==> src/rtl/xbc_pkg.sv <==
`timescale 1ns/1ps
package xbc_pkg;
  // Active-high strobe bundle produced by the decoder.
  typedef struct packed {
    logic rom;
    logic regs;
    logic even;
    logic odd;
    logic ext;
  } xbc_sel_t;
endpackage

==> src/rtl/xbc_rst_sync.sv <==
`timescale 1ns/1ps
module xbc_rst_sync #(
  parameter int STAGES = 2
) (
  input  logic clk,
  input  logic rst_n,
  output logic rst_q_n
);
  logic [STAGES-1:0] sync_q;
  logic [STAGES-1:0] sync_d;

  assign sync_d[0] = 1'b1;
  for (genvar i = 1; i < STAGES; i++) begin : g_chain
    assign sync_d[i] = sync_q[i-1];
  end

  always_ff @(posedge clk or negedge rst_n) begin
    if (!rst_n) sync_q <= '0;
    else        sync_q <= sync_d;
  end

  assign rst_q_n = sync_q[STAGES-1];
endmodule

==> src/rtl/xbc_window.sv <==
`timescale 1ns/1ps
module xbc_window #(
  parameter int             AW        = 16,
  parameter logic [AW-1:0]  BASE      = '0,
  parameter int             SPAN_LOG2 = 0
) (
  input  logic [AW-1:0] addr,
  output logic          hit
);
  localparam logic [AW-1:0] LOW_BITS = AW'((32'd1 << SPAN_LOG2) - 32'd1);
  localparam logic [AW-1:0] TAG_MASK = ~LOW_BITS;

  assign hit = ((addr ^ BASE) & TAG_MASK) == '0;
endmodule

==> src/rtl/xbc_en_latch.sv <==
`timescale 1ns/1ps
module xbc_en_latch #(
  parameter int            AW         = 16,
  parameter logic [AW-1:0] LATCH_ADDR = 16'hD1FF
) (
  input  logic          clk,
  input  logic          rst_q_n,
  input  logic [AW-1:0] addr,
  input  logic          rnw,
  input  logic          wr_stb,
  input  logic          d0,
  output logic          en_q
);
  logic addr_hit;
  logic load_en;
  logic en_d;

  xbc_window #(.AW(AW), .BASE(LATCH_ADDR), .SPAN_LOG2(0)) u_hit (
    .addr (addr),
    .hit  (addr_hit)
  );

  assign load_en = wr_stb & ~rnw & addr_hit;

  always_comb begin
    en_d = en_q;
    if (load_en) en_d = d0;
  end

  always_ff @(posedge clk or negedge rst_q_n) begin
    if (!rst_q_n) en_q <= 1'b0;
    else          en_q <= en_d;
  end
endmodule

==> src/rtl/xbc_card_decode.sv <==
`timescale 1ns/1ps
module xbc_card_decode #(
  parameter int            AW            = 16,
  parameter logic [AW-1:0] ROM_BASE      = 16'hD800,
  parameter int            ROM_SPAN_LOG2 = 11,
  parameter logic [AW-1:0] REG_BASE      = 16'hD100,
  parameter int            REG_SPAN_LOG2 = 8,
  parameter logic [AW-1:0] LATCH_ADDR    = 16'hD1FF,
  parameter int            SYNC_STAGES   = 2
) (
  input  logic          clk,
  input  logic          rst_n,
  input  logic [AW-1:0] bus_addr,
  input  logic          bus_rnw,
  input  logic          bus_wr_stb,
  input  logic          bus_d0,
  input  logic          host_ext_en,
  output logic          card_en,
  output logic          rom_sel,
  output logic          math_dis,
  output logic          reg_en,
  output logic          reg_even,
  output logic          reg_odd,
  output logic          ext_sel
);
  import xbc_pkg::*;

  logic     rst_q_n;
  logic     rom_hit;
  logic     reg_hit;
  xbc_sel_t sel;

  xbc_rst_sync #(.STAGES(SYNC_STAGES)) u_rst (
    .clk     (clk),
    .rst_n   (rst_n),
    .rst_q_n (rst_q_n)
  );

  xbc_en_latch #(.AW(AW), .LATCH_ADDR(LATCH_ADDR)) u_latch (
    .clk     (clk),
    .rst_q_n (rst_q_n),
    .addr    (bus_addr),
    .rnw     (bus_rnw),
    .wr_stb  (bus_wr_stb),
    .d0      (bus_d0),
    .en_q    (card_en)
  );

  xbc_window #(.AW(AW), .BASE(ROM_BASE), .SPAN_LOG2(ROM_SPAN_LOG2)) u_rom_win (
    .addr (bus_addr),
    .hit  (rom_hit)
  );

  xbc_window #(.AW(AW), .BASE(REG_BASE), .SPAN_LOG2(REG_SPAN_LOG2)) u_reg_win (
    .addr (bus_addr),
    .hit  (reg_hit)
  );

  always_comb begin
    sel      = '0;
    sel.rom  = card_en & rom_hit;
    sel.regs = card_en & reg_hit;
    sel.even = sel.regs & ~bus_addr[0];
    sel.odd  = sel.regs &  bus_addr[0];
    sel.ext  = sel.regs & host_ext_en;
  end

  assign rom_sel  = sel.rom;
  assign math_dis = sel.rom;
  assign reg_en   = sel.regs;
  assign reg_even = sel.even;
  assign reg_odd  = sel.odd;
  assign ext_sel  = sel.ext;
endmodule

==> config.mk <==
export PLATFORM = sky130hd
export DESIGN_NAME = xbc_card_decode
export DESIGN_NICKNAME = d
export VERILOG_FILES = /design/src/rtl/xbc_pkg.sv /design/src/rtl/xbc_rst_sync.sv /design/src/rtl/xbc_window.sv /design/src/rtl/xbc_en_latch.sv /design/src/rtl/xbc_card_decode.sv
export SDC_FILE = /design/constraint.sdc
export NUM_CORES = 1
export LEC_CHECK = 0
export BUFFER_PORTS_ARGS = -buffer_cell sky130_fd_sc_hd__buf_2
export CAP_MARGIN = 10
export CORE_AREA = 3 3 40 42
export DETAILED_ROUTE_END_ITERATION = 10
export DIE_AREA = 0 0 43 45
export SYNTH_ARGS = -nofsm -noshare
export SYNTH_HDL_FRONTEND = slang
export SYNTH_SLANG_ARGS = --single-unit
==> constraint.sdc <==
create_clock -name clk -period 1.6 [get_ports clk]
set_input_delay 0.48 -clock clk [delete_from_list [all_inputs] [get_ports clk]]
set_output_delay 0.48 -clock clk [all_outputs]
set_load 0.05 [all_outputs]
### Word level (Yosys, flattened, before mapping)

Cells that the tools add are included.

* logic and storage cells: 17
* output and inout bits: 7
* register bits after elaboration: 3
* input bits: 22

* bitwise gates (word level): 12
* reductions and logical operators: 3

Operators by type and width (count)
* logical NOT 16 bit: 3
* inverter 12 bit: 1
* inverter 4 bit: 2
* AND 1 bit: 7
* inverter 1 bit: 2

### Depth between registers and ports, before layout

Gate-level depths: netlist (run 1).

* depth in word-level cells: 4
* mapped depth: 4
* mapped depth without buffers: 4

### Hierarchy

From an unflattened synthesis (run 1), not the netlist that was laid out.

* cells, all modules: 22
* area, all modules: 246.5 um^2

By module, submodules not included
* xbc_en_latch: area an instance 60.1 um^2, sequential area each 25.0 um^2, cells an instance 3, instances 1
* xbc_rst_sync: area an instance 53.8 um^2, sequential area each 50.0 um^2, cells an instance 3, instances 1
* xbc_card_decode: area an instance 43.8 um^2, sequential area each 0.0 um^2, cells an instance 6, instances 1
* xbc_window (u_latch.u_hit): area an instance 43.8 um^2, sequential area each 0.0 um^2, cells an instance 5, instances 1
* xbc_window (u_reg_win): area an instance 27.5 um^2, sequential area each 0.0 um^2, cells an instance 3, instances 1
* xbc_window (u_rom_win): area an instance 17.5 um^2, sequential area each 0.0 um^2, cells an instance 2, instances 1

### Worst setup path before layout (run 1)

No wires, ideal clock.

* path type: in2out
* from: input bus_addr[10]
* to: output reg_even
* path slack: -0.796 ns
* arrival: 1.916 ns
* path buffers: 0
* required time: 1.120 ns
* stages: 3
* cells stage by stage: nor4b_2 and3_2 nor2b_1

* cells in the longest elaborated chain, start to end: 3

Ends and longest elaborated chain
* start, declared: line xbc_card_decode.sv:13 `input logic [AW-1:0] bus_addr,`
* logical NOT 16 bit: line xbc_window.sv:13 `assign hit = ((addr ^ BASE) & TAG_MASK) == '0;`
* AND 1 bit: line xbc_card_decode.sv:62 `sel.regs = card_en & reg_hit;`
* net reg_en: line xbc_card_decode.sv:21 `output logic reg_en,`
* AND 1 bit: line xbc_card_decode.sv:63 `sel.even = sel.regs & ~bus_addr[0];`
* end, declared: line xbc_card_decode.sv:22 `output logic reg_even,`

The timed path passes the listed nets, and every way through them passes these cells.

### Worst setup path after layout (run 1)

* from: input bus_addr[9]
* to: output reg_even

* cells in the longest elaborated chain, start to end: 3

Ends and longest elaborated chain (line)
* logical NOT 16 bit: xbc_window.sv:13
* AND 1 bit: xbc_card_decode.sv:62
* AND 1 bit: xbc_card_decode.sv:63

No other way between the ends.

==> results.md, run 1 <==
- CTS sink cnt: 3
- Std cell rows: 13
- Final Max Slew Viols: 0
- Synth Register Bits: 3
- Syn Std Cell Area: between 150 and 200 um^2
- Met1 usage: 0.0971
- Sw frac: 0.205
- Max FO, Critical Path: 4
- Final setup fails: 6
- DR vias/cell: 4.11
- Die ar.: 1940 um^2
- Worst Clk Skew: roughly 0.00081 ns
- Clk Latency, worst-skew pair: between 0.2 and 0.25 ns
- Failing checks: hold timing, setup timing
- CP Class: in -> out
- Hold Path Class: reg -> async
- Die X: between 40 and 50 um
- Root buffer cell: clkbuf_4
- Post-route DRC: 0
- Final critical-path required period: 1.86 ns
- Antenna cells: 0
- H-tree depth: 1
- Vias: around 270
- WHS: -0.000396 ns
- Vias in the first global route: 267
- Count of hold-fix buffers inserted at cts: 0
- Synthesis-to-layout area growth: 147%
- Final hold vios: 1
- Seq pwr share: 0.319
- CTS max path bufs: 2
- Comb pwr share: 0.159
- Share of cells above drive strength 1: 0.800
- Reg2Reg Depth: 1
- CTS tree: done
- DRT antenna net count: 0
- Fin crit share: 1.16
- NumNets Final: between 70 and 80
- Worst slack at placement: -0.366 ns
- Critical Path RT: 1.12 ns
- Most common library cell in the layout ignoring fill and taps: buf_2
- Post-Place Cells: 60
- Initial DRC count: 1
- Met3 Use GR: 0.0558
- Synth unique cells: 14
- Initial antenna violation count: 0
- Gpl congestion: 0.657
- WL/cell: 11.4 um
- LEAKAGE: roughly 0.24 nW
- Max_cap viols: 0
- Sequential share of the synthesized area: 0.395
- Final worst-path setup slack: -0.260 ns
- First-pass GRT wire length: around 1.2 mm
- TritonRoute pass-1 iters: 3
- Setup crit end kind: output port
- Finished Cell Area: roughly 470 um^2
- Fmax achieved: between 500 and 600 MHz
- Gr usage total: 0.0835
- Worst-path clk slew: 0.04 ns
- Detailed Route WL: between 700 and 800 um
- Grt met2 use: 0.120
- Sw power: 0.0512 mW
- Status: finished, violations left
- Clock power share: 0.522
- Crit path DAT: ~1.4 ns
- Die Ht: between 40 and 50 um
- Ys Warns: 0
- Fin Setup TNS: -1.14 ns
- Total CTS buffers: 3
- Core Area: 1280 um^2
- GRT busiest layer: met2
- Total chip power: around 0.25 mW
- Syn Nets: 40
- RSZ-0062 raised after global routing: yes
- Crit start category: input pin
- Post-Syn Area per Cell: ~11 um^2
- Pint: 0.199 mW
- Grt ovf: 0
- Port-buffer cells: 28
- I/O Pins: 29
- Non-Filler Instances: between 60 and 70
- Largest net degree at the start of global routing: 5
- Fill cells: 135
- Initial core utilization: 0.148
- Mapped Cells: 18
- Worst vdd ir: ~0.39 mV
- Power Density: 531 nW/um^2
- Placed cell areas: around 370 um^2
- Commonest cells after routing, fill and taps aside: buf_2 (19), buf_6 (6), clkbuf_4 (3), buf_8 (3), dfrtp_1 (3)
==> stage by stage <==
stage / util / hold slack, ns
finish: 0.366 / -0.000396
global route: 0.366 / 0.00640
CTS: 0.352 / 0.000727
detailed placement: 0.284 / -0.000435
global placement: 0.284 / -0.00299
floorplan: - / -0.00566
==> routing by layer <==
metal  part of all wire  wire (um)
met5                  0          0
met4                  0          0
met3               0.19        141
met2               0.40        296
met1               0.41        304
==> repair_timing <==
action,in CTS,in global routing
buffers inserted,0,1
endpoints found under the setup margin,6,6
gates resized for setup,16,4
pin swaps,3,1
==> Yosys cell counts <==
master    number  area share
and3_1         1       0.033
nand2_1        2       0.039
mux2_2         1       0.059
and3_2         1       0.039
conb_1         1       0.020
buf_4          1       0.039
nand4b_1       1       0.046
dfrtp_1        3        0.39
nor4_2         1       0.066
and2_1         2       0.066
nor4b_2        1       0.079
nor2b_1        1       0.033
nand4_1        1       0.033
and4b_1        1       0.053
==> final timing paths <==
kind                            startpoint              end  slack (ns)
min in group clk           u_rst.sync_q[0]  u_rst.sync_q[1]        0.34
min reg2reg                u_rst.sync_q[1]     u_latch.en_q     -0.0004
max                            bus_addr[9]         reg_even       -0.26
max reg2reg                   u_latch.en_q     u_latch.en_q        0.81
max in group asynchronous            rst_n  u_rst.sync_q[1]        1.48
min                        u_rst.sync_q[1]     u_latch.en_q     -0.0004
==> logic make-up after synthesis <==
kind of cell / share of synthesized area
simple gates: 0.487
flops: 0.395
mux: 0.0592
buf+inv: 0.0395
other cells: 0.0197
==> worst max-delay path: stages <==
cell and delay [ns]:
buf_6 0.10, nor4b_4 0.27, and3_4 0.23, nor2b_4 0.14, buf_6 0.16
==> state kept, by name, indices dropped and copies added, names as in the netlist <==
signal and cells:
u_latch.en_q 1, u_rst.sync_q 2
==> layout make-up <==
cell class	count	area, um^2	share of cell area
Sequential cell	3	75.1	0.160
Clock buffer	4	26.3	0.0559
Multi-Input combinational cell	14	135	0.287
Timing Repair Buffer	29	215	0.457
Tap cell	15	18.8	0.0399
==> power groups by stage <==
| stage | combinational (mW) | clock (mW) | sequential (mW) |
|---|---|---|---|
| 2_1_floorplan | 0.00598 | 0 | 0.0804 |
| 3_3_place_gp | 0.0351 | 0 | 0.0805 |
| 3_5_place_dp | 0.0353 | 0 | 0.0806 |
| 4_1_cts | 0.0403 | 0.138 | 0.0796 |
| 5_1_grt | 0.0443 | 0.143 | 0.0798 |
| 6_report | 0.0398 | 0.130 | 0.0796 |
(Power assumes the default switching activity.)
==> run 2, diff against run 1 <==
Settings changed: SKIP_CTS_REPAIR_TIMING set to 1.
==> results.md, run 2 (synthesized netlist as in run 1, its figures left out) <==
- Detailed Route WL: 734 um (was 741 um)
- Max stage delay cell, worst path: nor4b_4 (unchanged)
- I/O Pins: 29 (unchanged)
- CP Class: in -> out (unchanged)
- Status: finished, violations left (unchanged)
- Final worst-path setup slack: -0.263 ns (was -0.260 ns)
- Clk Latency, worst-skew pair: 0.23 ns (about the same)
- DRT antenna net count: 0 (unchanged)
- Non-Filler Instances: 65 (unchanged)
- TritonRoute pass-1 iters: 3 (unchanged)
- Gr usage total: 0.0826 (was 0.0835)
- Max FO, Critical Path: 4 (unchanged)
- Die X: 43 um (unchanged)
- Number of flip-flops in the largest register: 2 (unchanged)
- Critical Path RT: 1.12 ns (about the same)
- Total CTS buffers: 3 (unchanged)
- Max_cap viols: 0 (unchanged)
- Crit path DAT: 1.38 ns (about the same)
- Total chip power: 0.250 mW (about the same)
- Setup crit end kind: output port (unchanged)
- WHS: -0.000396 ns (unchanged)
- First-pass GRT wire length: 1.14 mm (was 1.15 mm)
- CTS tree: done (unchanged)
- Post-Place Cells: 60 (unchanged)
- Top Registers: u_rst.sync_q (2), u_latch.en_q (1) (unchanged)
- Std cell rows: 13 (unchanged)
- Fin crit share: 1.16 (about the same)
- NumNets Final: 73 (unchanged)
- Critical Path Max Stage Delay: 0.27 ns (about the same)
- Die ar.: 1940 um^2 (unchanged)
- Worst vdd ir: 0.387 mV (about the same)
- Grt ovf: 0 (unchanged)
- Largest register by flop count: u_rst.sync_q (unchanged)
- Root buffer cell: clkbuf_4 (unchanged)
- WL/cell: 11.3 um (was 11.4 um)
- Share of cells above drive strength 1: 0.800 (unchanged)
- CTS max path bufs: 2 (unchanged)
- DR vias/cell: 4.09 (was 4.11)
- Largest net degree at the start of global routing: 5 (unchanged)
- Core Area: 1280 um^2 (unchanged)
- Power Density: 521 nW/um^2 (was 531 nW/um^2)
- Final setup fails: 6 (unchanged)
- Die Ht: 45 um (unchanged)
- Initial antenna violation count: 0 (unchanged)
- LEAKAGE: 0.239 nW (was 0.236 nW)
- H-tree depth: 1 (unchanged)
- Crit path cell chain: buf_6 -> nor4b_4 -> and3_4 -> and2_2 -> buf_6 (was buf_6 -> nor4b_4 -> and3_4 -> nor2b_4 -> buf_6)
- Hold Path Class: reg -> async (unchanged)
- Fin util: 0.373 (was 0.366)
- Gpl congestion: 0.657 (unchanged)
- Commonest cells after routing, fill and taps aside: buf_2 (19), buf_8 (5), buf_6 (4) (was buf_2 (19), buf_6 (6), clkbuf_4 (3), buf_8 (3), dfrtp_1 (3))
- Final Max Slew Viols: 0 (unchanged)
- Crit start category: input pin (unchanged)
- Initial core utilization: 0.148 (unchanged)
- Failing checks: hold timing, setup timing (unchanged)
- Most common library cell in the layout ignoring fill and taps: buf_2 (unchanged)
- Initial DRC count: 1 (unchanged)
- Fmax achieved: 537 MHz (was 538 MHz)
- Synthesis-to-layout area growth: 152% (was 147%)
- Port-buffer cells: 28 (unchanged)
- Worst-path clk slew: 0.04 ns (about the same)
- Final critical-path required period: 1.86 ns (about the same)
- Worst Clk Skew: 0.000810 ns (unchanged)
- CTS sink cnt: 3 (unchanged)
- Vias in the first global route: 265 (was 267)
- Vias: 266 (was 267)
- RSZ-0062 raised after global routing: yes (unchanged)
- Most common cell on crit path: buf_6 (unchanged)
- Final hold vios: 1 (unchanged)
- Antenna cells: 0 (unchanged)
- Post-route DRC: 0 (unchanged)
-- run 2: final cells by class --
| type | count | area (um^2) |
|---|---|---|
| Sequential cell | 3 | 75.1 |
| Multi-Input combinational cell | 14 | 136 |
| Fill cell | 135 | 806 |
| Timing Repair Buffer | 29 | 223 |
| Clock buffer | 4 | 26.3 |
| Tap cell | 15 | 18.8 |
-- run 2: worst max-delay path: cells and delay by family --
family	cells	cell delay, ns
and+or+nand+nor	3	0.66
buffers and inverters	2	0.25
-- run 2: power by group --
| part | internal (mW) | total [mW] | leakage, nW | switching, mW |
|---|---|---|---|---|
| registers | 0.0789 | 0.0796 | 0.0373 | 0.000678 |
| clock network | 0.0933 | 0.130 | 0.0150 | 0.0371 |
| logic | 0.0263 | 0.0398 | 0.187 | 0.0135 |
| total | 0.199 | 0.250 | 0.239 | 0.0512 |
-- run 2: worst paths after layout --
check                                start         endpoint  slack [ns]  depth (start not counted)
setup / recovery               bus_addr[9]          reg_odd       -0.26                          5
hold / removal             u_rst.sync_q[1]     u_latch.en_q     -0.0004                          0
setup reg to reg              u_latch.en_q     u_latch.en_q        0.81                          1
hold reg to reg            u_rst.sync_q[1]     u_latch.en_q     -0.0004                          0
max in group asynchronous            rst_n  u_rst.sync_q[1]        1.48                          1
min in group clk           u_rst.sync_q[0]  u_rst.sync_q[1]        0.34                          0
-- run 2: metal layers --
metal,wire length [um],global-route usage,vias up
li1,-,-,128
met1,307,0.0995,115
met2,296,0.114,23
met3,130,0.0558,0
met4,0,0.0361,0
met5,0,0,-
-- run 2: stage by stage --
| step | setup WS [ns] | area [um^2] | setup TNS (ns) |
|---|---|---|---|
| floorplan | -0.306 | 214 | -1.09 |
| global placement | -0.347 | 365 | -1.65 |
| detailed placement | -0.366 | 365 | -1.75 |
| CTS | -0.364 | 392 | -1.72 |
| global route | -0.297 | 479 | -1.32 |
| finish | -0.263 | 479 | -1.15 |
